[src/rtl/panel_sreg_pkg.sv]
package panel_sreg_pkg;

   localparam int ADDR_W  = 8;
   localparam int VAL_W   = 8;
   localparam int FRAME_W = ADDR_W + VAL_W;
   localparam int SIDX_W  = 3;

   // script slots: power-up list occupies 0..4, power-down sits at 5
   localparam logic [SIDX_W-1:0] UP_FIRST = 3'd0;
   localparam logic [SIDX_W-1:0] UP_LAST  = 3'd4;
   localparam logic [SIDX_W-1:0] DOWN_IDX = 3'd5;

   typedef logic [FRAME_W-1:0] frame_t;

   typedef enum logic [2:0] {
      SH_IDLE,
      SH_ARM,
      SH_LOW,
      SH_HIGH,
      SH_TAIL,
      SH_GAP
   } sh_state_t;

   typedef enum logic {
      SQ_IDLE,
      SQ_RUN
   } sq_state_t;

   function automatic frame_t script_frame(input logic [SIDX_W-1:0] slot);
      frame_t f;
      case (slot)
         3'd0:    f = {8'h05, 8'h1E};
         3'd1:    f = {8'h05, 8'h5E};
         3'd2:    f = {8'h07, 8'h8D};
         3'd3:    f = {8'h13, 8'h01};
         3'd4:    f = {8'h05, 8'h5F};
         3'd5:    f = {8'h05, 8'h5E};
         default: f = '0;
      endcase
      return f;
   endfunction

endpackage

[src/rtl/panel_sreg_shift.sv]
module panel_sreg_shift
   import panel_sreg_pkg::*;
#(
   parameter int PHASE_TICKS = 1,
   parameter int GAP_TICKS   = 2
) (
   input  logic   clk,
   input  logic   rst_n,
   input  logic   tick,
   input  logic   load,
   input  frame_t frame,
   output logic   ready,
   output logic   frame_done,
   output logic   ser_sel_n,
   output logic   ser_clk,
   output logic   ser_dat
);

   localparam int BIT_W = $clog2(FRAME_W);
   localparam int GAP_W = (GAP_TICKS > 1) ? $clog2(GAP_TICKS) : 1;
   localparam int PC_W  = (PHASE_TICKS > 1) ? $clog2(PHASE_TICKS) : 1;

   sh_state_t         st;
   frame_t            shreg;
   logic [BIT_W-1:0]  bitn;
   logic [GAP_W-1:0]  gapn;
   logic              step;

   // phase pacing: either every tick, or every PHASE_TICKS ticks
   generate
      if (PHASE_TICKS == 1) begin : g_step_direct
         assign step = tick;
      end else begin : g_step_div
         logic [PC_W-1:0] pc;
         always_ff @(posedge clk or negedge rst_n) begin
            if (!rst_n)
               pc <= '0;
            else if (st == SH_IDLE)
               pc <= '0;
            else if (tick)
               pc <= (pc == PC_W'(PHASE_TICKS - 1)) ? '0 : pc + 1'b1;
         end
         assign step = tick && (pc == PC_W'(PHASE_TICKS - 1));
      end
   endgenerate

   always_ff @(posedge clk or negedge rst_n) begin
      if (!rst_n) begin
         st         <= SH_IDLE;
         shreg      <= '0;
         bitn       <= '0;
         gapn       <= '0;
         ser_sel_n  <= 1'b1;
         ser_clk    <= 1'b1;
         ser_dat    <= 1'b0;
         frame_done <= 1'b0;
      end else begin
         frame_done <= 1'b0;
         case (st)
            SH_IDLE: begin
               if (load) begin
                  shreg <= frame;
                  st    <= SH_ARM;
               end
            end
            SH_ARM: begin
               if (step) begin
                  ser_sel_n <= 1'b0;
                  bitn      <= '0;
                  st        <= SH_LOW;
               end
            end
            SH_LOW: begin
               if (step) begin
                  ser_clk <= 1'b0;
                  ser_dat <= shreg[FRAME_W-1];
                  shreg   <= {shreg[FRAME_W-2:0], 1'b0};
                  st      <= SH_HIGH;
               end
            end
            SH_HIGH: begin
               if (step) begin
                  ser_clk <= 1'b1;
                  if (bitn == BIT_W'(FRAME_W - 1))
                     st <= SH_TAIL;
                  else begin
                     bitn <= bitn + 1'b1;
                     st   <= SH_LOW;
                  end
               end
            end
            SH_TAIL: begin
               if (step) begin
                  ser_sel_n <= 1'b1;
                  ser_dat   <= 1'b0;
                  gapn      <= '0;
                  st        <= SH_GAP;
               end
            end
            SH_GAP: begin
               if (step) begin
                  if (gapn == GAP_W'(GAP_TICKS - 1)) begin
                     st         <= SH_IDLE;
                     frame_done <= 1'b1;
                  end else
                     gapn <= gapn + 1'b1;
               end
            end
            default: st <= SH_IDLE;
         endcase
      end
   end

   assign ready = (st == SH_IDLE);

   a_r2_sel_falls_idle_lines: assert property (@(posedge clk) disable iff (!rst_n)
      $fell(ser_sel_n) |-> (ser_clk && !ser_dat));

   a_r3_dat_held_clk_high: assert property (@(posedge clk) disable iff (!rst_n)
      (ser_clk && $past(ser_clk) && !ser_sel_n && !$past(ser_sel_n)) |-> $stable(ser_dat));

   a_r4_sel_rises_clk_high: assert property (@(posedge clk) disable iff (!rst_n)
      $rose(ser_sel_n) |-> ser_clk);

   a_r8_lines_move_on_step: assert property (@(posedge clk) disable iff (!rst_n)
      !$stable({ser_sel_n, ser_clk, ser_dat}) |-> $past(step));

endmodule

[src/rtl/panel_sreg_seq.sv]
module panel_sreg_seq
   import panel_sreg_pkg::*;
(
   input  logic              clk,
   input  logic              rst_n,
   input  logic              req_up,
   input  logic              req_down,
   input  logic              req_wr,
   input  logic [ADDR_W-1:0] wr_addr,
   input  logic [VAL_W-1:0]  wr_data,
   input  logic              sh_ready,
   input  logic              sh_frame_done,
   output logic              frame_valid,
   output frame_t            frame,
   output logic              busy,
   output logic              done
);

   sq_state_t          st;
   logic [SIDX_W-1:0]  idx;
   logic [SIDX_W-1:0]  last;
   logic               use_user;
   logic               pend;
   logic [ADDR_W-1:0]  u_addr;
   logic [VAL_W-1:0]   u_val;

   always_ff @(posedge clk or negedge rst_n) begin
      if (!rst_n) begin
         st       <= SQ_IDLE;
         idx      <= '0;
         last     <= '0;
         use_user <= 1'b0;
         pend     <= 1'b0;
         u_addr   <= '0;
         u_val    <= '0;
         done     <= 1'b0;
      end else begin
         done <= 1'b0;
         case (st)
            SQ_IDLE: begin
               // fixed priority among simultaneous requests
               if (req_up) begin
                  st <= SQ_RUN; idx <= UP_FIRST; last <= UP_LAST;
                  use_user <= 1'b0; pend <= 1'b1;
               end else if (req_down) begin
                  st <= SQ_RUN; idx <= DOWN_IDX; last <= DOWN_IDX;
                  use_user <= 1'b0; pend <= 1'b1;
               end else if (req_wr) begin
                  st <= SQ_RUN; idx <= '0; last <= '0;
                  use_user <= 1'b1; pend <= 1'b1;
                  u_addr <= wr_addr; u_val <= wr_data;
               end
            end
            SQ_RUN: begin
               if (pend && sh_ready)
                  pend <= 1'b0;
               if (sh_frame_done) begin
                  if (idx == last) begin
                     st   <= SQ_IDLE;
                     done <= 1'b1;
                  end else begin
                     idx  <= idx + 1'b1;
                     pend <= 1'b1;
                  end
               end
            end
            default: st <= SQ_IDLE;
         endcase
      end
   end

   assign busy        = (st == SQ_RUN);
   assign frame_valid = busy && pend;
   assign frame       = use_user ? {u_addr, u_val} : script_frame(idx);

   a_r9_busy_needs_request: assert property (@(posedge clk) disable iff (!rst_n)
      $rose(busy) |-> $past(req_up || req_down || req_wr));

   a_r9_busy_held_mid_job: assert property (@(posedge clk) disable iff (!rst_n)
      (busy && !sh_frame_done) |=> busy);

   a_r10_done_single_cycle: assert property (@(posedge clk) disable iff (!rst_n)
      done |=> !done);

   a_r10_done_ends_busy: assert property (@(posedge clk) disable iff (!rst_n)
      done |-> (!busy && $past(busy)));

endmodule

[src/rtl/panel_sreg_init.sv]
module panel_sreg_init
   import panel_sreg_pkg::*;
#(
   parameter int PHASE_TICKS = 1,
   parameter int GAP_TICKS   = 2
) (
   input  logic       clk,
   input  logic       rst_n,
   input  logic       rate_tick,
   input  logic       req_power_up,
   input  logic       req_power_down,
   input  logic       req_write,
   input  logic [7:0] wr_addr,
   input  logic [7:0] wr_data,
   output logic       busy,
   output logic       done,
   output logic       ser_sel_n,
   output logic       ser_clk,
   output logic       ser_dat
);

   generate
      if (PHASE_TICKS < 1) begin : g_bad_phase
         $error("PHASE_TICKS must be at least 1");
      end
      if (GAP_TICKS < 2) begin : g_bad_gap
         $error("GAP_TICKS must be at least 2");
      end
      if (ADDR_W != 8 || VAL_W != 8) begin : g_bad_frame
         $error("frame fields must be 8 bits each");
      end
   endgenerate

   logic   sh_ready;
   logic   sh_frame_done;
   logic   frame_valid;
   frame_t frame;

   panel_sreg_seq u_seq (
      .clk           (clk),
      .rst_n         (rst_n),
      .req_up        (req_power_up),
      .req_down      (req_power_down),
      .req_wr        (req_write),
      .wr_addr       (wr_addr),
      .wr_data       (wr_data),
      .sh_ready      (sh_ready),
      .sh_frame_done (sh_frame_done),
      .frame_valid   (frame_valid),
      .frame         (frame),
      .busy          (busy),
      .done          (done)
   );

   panel_sreg_shift #(
      .PHASE_TICKS (PHASE_TICKS),
      .GAP_TICKS   (GAP_TICKS)
   ) u_shift (
      .clk        (clk),
      .rst_n      (rst_n),
      .tick       (rate_tick),
      .load       (frame_valid && sh_ready),
      .frame      (frame),
      .ready      (sh_ready),
      .frame_done (sh_frame_done),
      .ser_sel_n  (ser_sel_n),
      .ser_clk    (ser_clk),
      .ser_dat    (ser_dat)
   );

endmodule

[config.mk]
export PLATFORM = sky130hd
export DESIGN_NAME = panel_sreg_init
export DESIGN_NICKNAME = d
export VERILOG_FILES = /design/src/rtl/panel_sreg_pkg.sv /design/src/rtl/panel_sreg_shift.sv /design/src/rtl/panel_sreg_seq.sv /design/src/rtl/panel_sreg_init.sv
export SDC_FILE = /design/constraint.sdc
export NUM_CORES = 1
export LEC_CHECK = 0
export CAP_MARGIN = 10
export CORE_ASPECT_RATIO = 1.1
export CORE_MARGIN = 1
export CORE_UTILIZATION = 53
export CTS_BUF_LIST = sky130_fd_sc_hd__clkbuf_8
export DETAILED_ROUTE_END_ITERATION = 6
export GPL_TIMING_DRIVEN = 0
export PLACE_DENSITY = 0.84
export SLEW_MARGIN = 20
export SYNTH_ARGS = -nofsm -noshare
export SYNTH_HDL_FRONTEND = slang
export SYNTH_SLANG_ARGS = --single-unit
[constraint.sdc]
create_clock -name clk -period 1.5 [get_ports clk]
set_input_delay 0.225 -clock clk [delete_from_list [all_inputs] [get_ports clk]]
set_output_delay 0.225 -clock clk [all_outputs]
set_load 0.05 [all_outputs]
Word level (Yosys, flattened, before mapping)
Index checks and enable logic that the tools add are counted.
{"block": "classes", "add_sub_neg": 3, "n_bitwise": 3, "n_reduce_logical": 23, "mux": 55, "n_eq_ne": 23}
{"op": "13-bit case mux with 5 select lines", "n": 1}
{"op": "16-bit two-way mux", "n": 3}
{"op": "3-bit two-way mux", "n": 14}
{"op": "16-bit case mux with 2 select lines", "n": 1}
{"op": "1-bit two-way mux", "n": 24}
{"op": "3-bit case mux with 6 select lines", "n": 1}
{"op": "3-bit AND reduction", "n": 6}
{"op": "2-bit inequality test (second input constant)", "n": 7}
{"op": "3-bit by 2-bit equality test with 1-bit output (second input constant)", "n": 4}
{"op": "3-bit equality test (second input constant)", "n": 4}
{"op": "4-bit two-way mux", "n": 3}
{"op": "1-bit case mux with 2 select lines", "n": 6}
{"op": "2-bit nonzero test", "n": 6}
{"op": "4-bit case mux with 2 select lines", "n": 1}
{"op": "4-bit AND reduction", "n": 2}
{"op": "7-bit AND reduction", "n": 1}
{"op": "3-bit by 1-bit equality test with 1-bit output (second input constant)", "n": 2}
{"op": "3-bit zero test", "n": 2}
{"op": "2-bit by 1-bit inequality test with 1-bit output (second input constant)", "n": 3}
{"op": "3-bit case mux with 2 select lines", "n": 1}
{"op": "4-bit by 1-bit adder with 4-bit output (second input constant)", "n": 1}
{"op": "4-bit equality test (second input constant)", "n": 1}
{"op": "4-bit inequality test (second input constant)", "n": 1}
{"op": "3-bit by 1-bit adder with 3-bit output (second input constant)", "n": 1}
{"op": "other kinds (7)", "n": 11}
{"block": "totals", "word_cells": 123, "reg_bits": 54, "output_inout_bits": 5}

Logic depth before layout (Yosys ltp)
{"block": "logic_depth", "depth_word": 6, "mapped_depth": 6, "ltp_nobuf": 6}

Hierarchy
From an unflattened synthesis, not the netlist that was laid out.
{"block": "unflattened", "hier_cells": 242, "area_unflattened_um2": 2788.9}
{"mod": "panel_sreg_shift", "area_each_um2": 1437.6, "seq_area_each_um2": 703.2, "cells_per_inst": 127, "n_inst": 1}
{"mod": "panel_sreg_seq", "area_each_um2": 1345.0, "seq_area_each_um2": 625.6, "cells_per_inst": 114, "n_inst": 1}
{"mod": "panel_sreg_init", "area_each_um2": 6.3, "seq_area_each_um2": 0.0, "cells_per_inst": 1, "n_inst": 1}

Worst setup path before layout
No wires, ideal clock.
{"block": "synth_timing", "path_type": "reg2reg", "from": "reg u_seq.st (netlist: u_seq.busy)", "to": "reg u_seq.idx[0]", "arrival_ns": 1.663, "period_less_slack_ns": 1.788, "setup_time_ns": 0.125, "path_stages_with_launch": 6, "slack_ns": -0.288, "path_buffers": 1, "path_cell_list": "dfrtp_1 -> buf_6 -> inv_4 -> nor4_2 -> nand2b_4 -> mux2_4"}
{"block": "synth_between", "elab_chain_len": 3, "elab_cells_between_ends": 6}
{"item": "start: declaration", "line_no": "panel_sreg_seq.sv:19", "source": "sq_state_t st;"}
{"item": "start signal: assignment", "line_no": "panel_sreg_seq.sv:29", "source": "st <= SQ_IDLE;"}
{"item": "start signal: assignment", "line_no": "panel_sreg_seq.sv:43", "source": "st <= SQ_RUN; idx <= UP_FIRST; last <= UP_LAST;"}
{"item": "start signal: assignment", "line_no": "panel_sreg_seq.sv:46", "source": "st <= SQ_RUN; idx <= DOWN_IDX; last <= DOWN_IDX;"}
{"item": "1-bit inverter (no source line)"}
{"item": "4-bit inequality test (no source line)"}
{"item": "3-bit AND reduction (no source line)"}
{"item": "end signal: assignment", "line_no": "panel_sreg_seq.sv:62", "source": "idx <= idx + 1'b1;"}
{"item": "end: declaration", "line_no": "panel_sreg_seq.sv:20", "source": "logic [SIDX_W-1:0] idx;"}
Several ways; a longest one is shown, not always the timed one.
A chain may end at the register's enable or synchronous reset.

Worst setup path after layout
{"block": "layout_timing", "from": "reg u_seq.idx[1]", "to": "reg u_shift.shreg[3]"}
{"block": "layout_between", "elab_chain_len": 6, "elab_cells_between_ends": 11}
{"item": "3-bit by 1-bit equality test with 1-bit output / 3-bit equality test (equally long branches)", "line_no": "panel_sreg_pkg.sv:31", "source": "case (slot)"}
{"item": "2-bit OR reduction (no source line)"}
{"item": "13-bit case mux with 5 select lines (*)", "line_no": "panel_sreg_pkg.sv:31"}
{"item": "16-bit two-way mux (*)", "line_no": "panel_sreg_seq.sv:74", "source": "assign frame = use_user ? {u_addr, u_val} : script_frame(idx);"}
{"item": "16-bit two-way mux (*)", "line_no": "panel_sreg_shift.sv:61", "source": "if (load) begin"}
{"item": "16-bit case mux with 2 select lines (*)", "line_no": "panel_sreg_shift.sv:59", "source": "case (st)"}
{"item": "end signal: assignment", "line_no": "panel_sreg_shift.sv:62", "source": "shreg <= frame;"}
{"item": "end signal: assignment", "line_no": "panel_sreg_shift.sv:77", "source": "shreg <= {shreg[FRAME_W-2:0], 1'b0};"}
{"item": "end: declaration", "line_no": "panel_sreg_shift.sv:24", "source": "frame_t shreg;"}
Mark *: on every way between the ends. The rest lies on a longest branch, timed or not. The select of a mux whose other input is x is not followed.

==> results.yml <==
sta:
  timing_hold_violations_final: 0
  max_slew_margin_pct: 55.9
  finalMaxSlewViolations: 0
  minimum_clock_period_ns: 1.72
  final.setup_skew_ns: 0.00751
  final.setup.worst_slack_ns: -0.216
  totalNegativeSetupSlack_ns: -1.17
  fin_crit_sh_pct: 114
  slew_worst_pin_ns: 0.662
  rsz0062_at_grt: "yes"
  setup_violations: 9
  fmax_ghz: 0.583
worst_setup_path:
  rr_startpoint: "u_seq.idx[1]"
  worstPathCellList: "inv_2 -> ha_2 -> or4_4 -> a32oi_1 -> a21oi_1"
  rr_worst_depth: 5
  end_kind: "register"
  worst-endpoint-required_ns: 1.69
  critical_path.n_buffers_inverters: 1
  worst_setup_path_start_kind: "register"
  timing.setup.critical_path_class: "register to register"
  worst-r2r-setup-slack_ns: -0.22
  critPathArrivalTime_ns: 1.91
  reg2reg_to: "u_shift.shreg[3]"
  max_stage_delay_ns: 0.56
  timing.critical_path.slowest_stage_cell: "sky130_fd_sc_hd__or4_4"
  cp_max_fo: 5
  path_delay_family: "simple AND/OR/NAND/NOR gates"
synth:
  yosysWarningCount: 0
  synth.area.top_cells: "sky130_fd_sc_hd__dfrtp_1 (47%), sky130_fd_sc_hd__mux2_4 (6.6%), sky130_fd_sc_hd__mux2_2 (3.3%)"
  synth_cell_types: 59
  post_synth.cell_area_avg_um2: 10.9
  synthesis.instances: 250
  count_of_flip_flops_with_a_built_in_enable_after_synthesis: 0
  async_set_or_reset_flop_fraction_in_the_synthesized_netlist_pct: 100
  synthesis.area_um2: 2710
  synth_flop_cell: "sky130_fd_sc_hd__dfrtp_1"
  netlist.top_cell.by_area: "sky130_fd_sc_hd__dfrtp_1"
  sequential_to_total_area_share_from_yosys_stat_pct: 49.0
  postSynthNetCount: 278
  synth_seq_cells: 53
  synth.top_cell.area_share_pct: 47.0
cells_and_area:
  fin_nets: 334
  layout.filler_cells: 333
  finalNonFillerCells: 363
  seq_area_um2: 1340
  synthToLayoutAreaGrowth_pct: 28.7
  antennaDiodeCount: 0
  layout-drive-gt1-share_pct: 33.6
  multi_input_area_um2: 1380
placed_design:
  io_buffers: 26
  dpl.hpwl_um: 3880
  placed_cells: 332
  place_worst_setup_slack_ns: -0.448
  gpl.final_weighted_congestion: 0.790
floorplanning:
  die_x_um: 70.2
  io_pins: 27
  floorplan.initialDensity_pct: 56.8
  rows: 26
  core_area_um2: 4780
  die-height_um: 77.1
  die_area_um2: 5410
grt:
  pin_count_of_the_biggest_net_entering_global_routing: 54
  grt_use_total_pct: 25.0
  grt_pass1_wl_um: 10500
  vias_in_the_first_global_route: 2148
  global_route.overflow_total: 0
  antenna_violations_before_repair: 0
run:
  cap_violations: 0
clocking:
  clock_tree_buf_depth: 2
  clock_sink_count: 53
  clk-insertion-delay-late_ns: 0.31
  cts.reportedPaths.clkPinSlew_ns: 0.09
  tritoncts: "built"
  htree_num_levels: 2
  cts-root-buf: "sky130_fd_sc_hd__clkbuf_8"
  tritoncts.num_buffers: 5
route:
  ant_nets: 0
  average_routed_wire_per_standard_cell_um: 17.5
  drt_wl_total_um: 6370
  routed-via-count: 2172
  viasPerCell: 5.98
  first_iter_violations: 143
  dr.pass1.iters: 4
  route.detailed.drc: 0
power_and_ir_drop:
  ir_worst_vdd_mv: 1.14
  power.density_cell_area_nw_per_um2: 1350
  total_leakage_power_uw: 0.00156
hold_path:
  hold_path.class: "input pin to asynchronous set/reset pin"
outcome:
  violations_in_the_final_reports: "setup timing"
  outcome: "finished with violations"
==> Yosys cell counts, types with 2 or more instances <==
| master | count |
|---|---|
| sky130_fd_sc_hd__a21oi_1 | 11 |
| sky130_fd_sc_hd__a22o_1 | 3 |
| sky130_fd_sc_hd__a2bb2oi_1 | 2 |
| sky130_fd_sc_hd__a31oi_1 | 7 |
| sky130_fd_sc_hd__a32o_1 | 2 |
| sky130_fd_sc_hd__a32oi_1 | 3 |
| sky130_fd_sc_hd__and2_1 | 2 |
| sky130_fd_sc_hd__and3_1 | 2 |
| sky130_fd_sc_hd__buf_2 | 6 |
| sky130_fd_sc_hd__buf_4 | 3 |
| sky130_fd_sc_hd__buf_6 | 2 |
| sky130_fd_sc_hd__clkbuf_1 | 2 |
| sky130_fd_sc_hd__dfrtp_1 | 51 |
| sky130_fd_sc_hd__dfstp_2 | 2 |
| sky130_fd_sc_hd__ha_1 | 6 |
| sky130_fd_sc_hd__inv_1 | 9 |
| sky130_fd_sc_hd__mux2_2 | 8 |
| sky130_fd_sc_hd__mux2_4 | 12 |
| sky130_fd_sc_hd__mux2i_1 | 3 |
| sky130_fd_sc_hd__nand2_1 | 24 |
| sky130_fd_sc_hd__nand2b_1 | 6 |
| sky130_fd_sc_hd__nand3_1 | 11 |
| sky130_fd_sc_hd__nor2_1 | 19 |
| sky130_fd_sc_hd__nor2b_1 | 3 |
| sky130_fd_sc_hd__nor4_2 | 2 |
| sky130_fd_sc_hd__o211ai_1 | 4 |
| sky130_fd_sc_hd__o21ai_0 | 10 |
| sky130_fd_sc_hd__o21ai_1 | 2 |
| sky130_fd_sc_hd__o22ai_1 | 2 |
| sky130_fd_sc_hd__xor2_1 | 2 |
==> sequential cells by signal (all words and copies together), names as in the netlist <==
register            cells
u_shift.gapn            1
u_shift.ser_clk         1
u_seq.last              2
u_seq.use_user          1
u_seq.done              1
u_seq.pend              1
u_seq.u_addr            8
u_shift.st              3
u_seq.busy              1
u_shift.bitn            4
u_seq.idx               3
u_seq.u_val             8
u_shift.shreg          16
u_shift.ser_sel_n       1
u_shift.frame_done      1
u_shift.ser_dat         1
==> routing by layer <==
layer	GRT usage, %	vias to the layer above	wire (um)
li1	-	1003	-
met2	40.0	79	3190
met1	32.8	1079	2680
met4	8.80	0	131
met5	0	-	0
met3	6.44	11	372
==> what timing repair did <==
item,CTS,global route
hold endpoints to repair,51,0
gates resized for setup,35,31
setup buffers,18,7
setup endpoints to repair,34,37
cloned,1,0
pin swaps,8,6
hold buffers,1,0
==> stage by stage <==
step | power (uW) | util [%] | instance area [um^2] | hold WS, ns
after global placement | 3660 | 64.0 | 3060 | 0.474
after global routing | 5020 | 73.1 | 3490 | 0.508
after floorplan | 3250 | - | 2730 | -0.0706
after detailed placement | 3730 | 63.9 | 3060 | 0.302
after CTS | 4560 | 71.1 | 3400 | 0.503
final | 4730 | 73.1 | 3490 | 0.481
==> worst max path at each step <==
stage                  from          endpoint  slack (ns)  cells past startpoint
6_report       u_seq.idx[1]  u_shift.shreg[3]       -0.22                      5
5_1_grt        u_seq.idx[0]  u_shift.shreg[3]       -0.24                      6
4_1_cts        u_seq.idx[0]  u_shift.shreg[3]       -0.14                      6
3_5_place_dp      req_write   u_seq.u_addr[6]       -0.45                      5
3_3_place_gp          rst_n        u_seq.busy       -1.54                      1
2_1_floorplan    u_seq.busy   u_seq.u_addr[4]       -0.17                      6
==> cell usage in the layout (no fill, tap or decap), types with 7 or more instances in the layout <==
| cell type | count |
|---|---|
| sky130_fd_sc_hd__a21oi_1 | 10 |
| sky130_fd_sc_hd__a31oi_1 | 7 |
| sky130_fd_sc_hd__buf_4 | 17 |
| sky130_fd_sc_hd__buf_6 | 14 |
| sky130_fd_sc_hd__clkdlybuf4s50_1 | 20 |
| sky130_fd_sc_hd__dfrtp_1 | 45 |
| sky130_fd_sc_hd__inv_1 | 9 |
| sky130_fd_sc_hd__mux2_4 | 19 |
| sky130_fd_sc_hd__nand2_1 | 24 |
| sky130_fd_sc_hd__nand3_1 | 11 |
| sky130_fd_sc_hd__nor2_1 | 18 |
| sky130_fd_sc_hd__o21ai_0 | 9 |
==> cells by family after synthesis <==
kind of cell | Yosys count | share of synthesized area [%]
AO/OA/AOI/OAI | 58 | 14.6
XOR/XNOR | 2 | 0.646
adder cells (fa/ha/maj) | 6 | 2.77
buffers and inverters | 26 | 5.39
flip-flops | 53 | 49.0
multiplexers | 23 | 11.1
AND/OR/NAND/NOR | 82 | 16.6
==> where the power goes <==
part	leakage, uW	total [uW]	switching (uW)	internal, uW
Clock	0.0000505	782	466	316
Combinational	0.000861	1900	1030	866
Sequential	0.000644	2050	259	1790
Total	0.00156	4730	1760	2970
==> cell type report <==
| class | count | share of cell area (%) |
|---|---|---|
| multi-input combinational | 171 | 39.5 |
| sequential | 53 | 38.3 |
| timing repair buffer | 51 | 13.6 |
| buffer | 13 | 2.87 |
| tap | 56 | 2.01 |
| clock buffer | 5 | 1.97 |
| inverter | 11 | 1.43 |
| clock inverter | 3 | 0.358 |
Power figures use the tool's default switching activity.
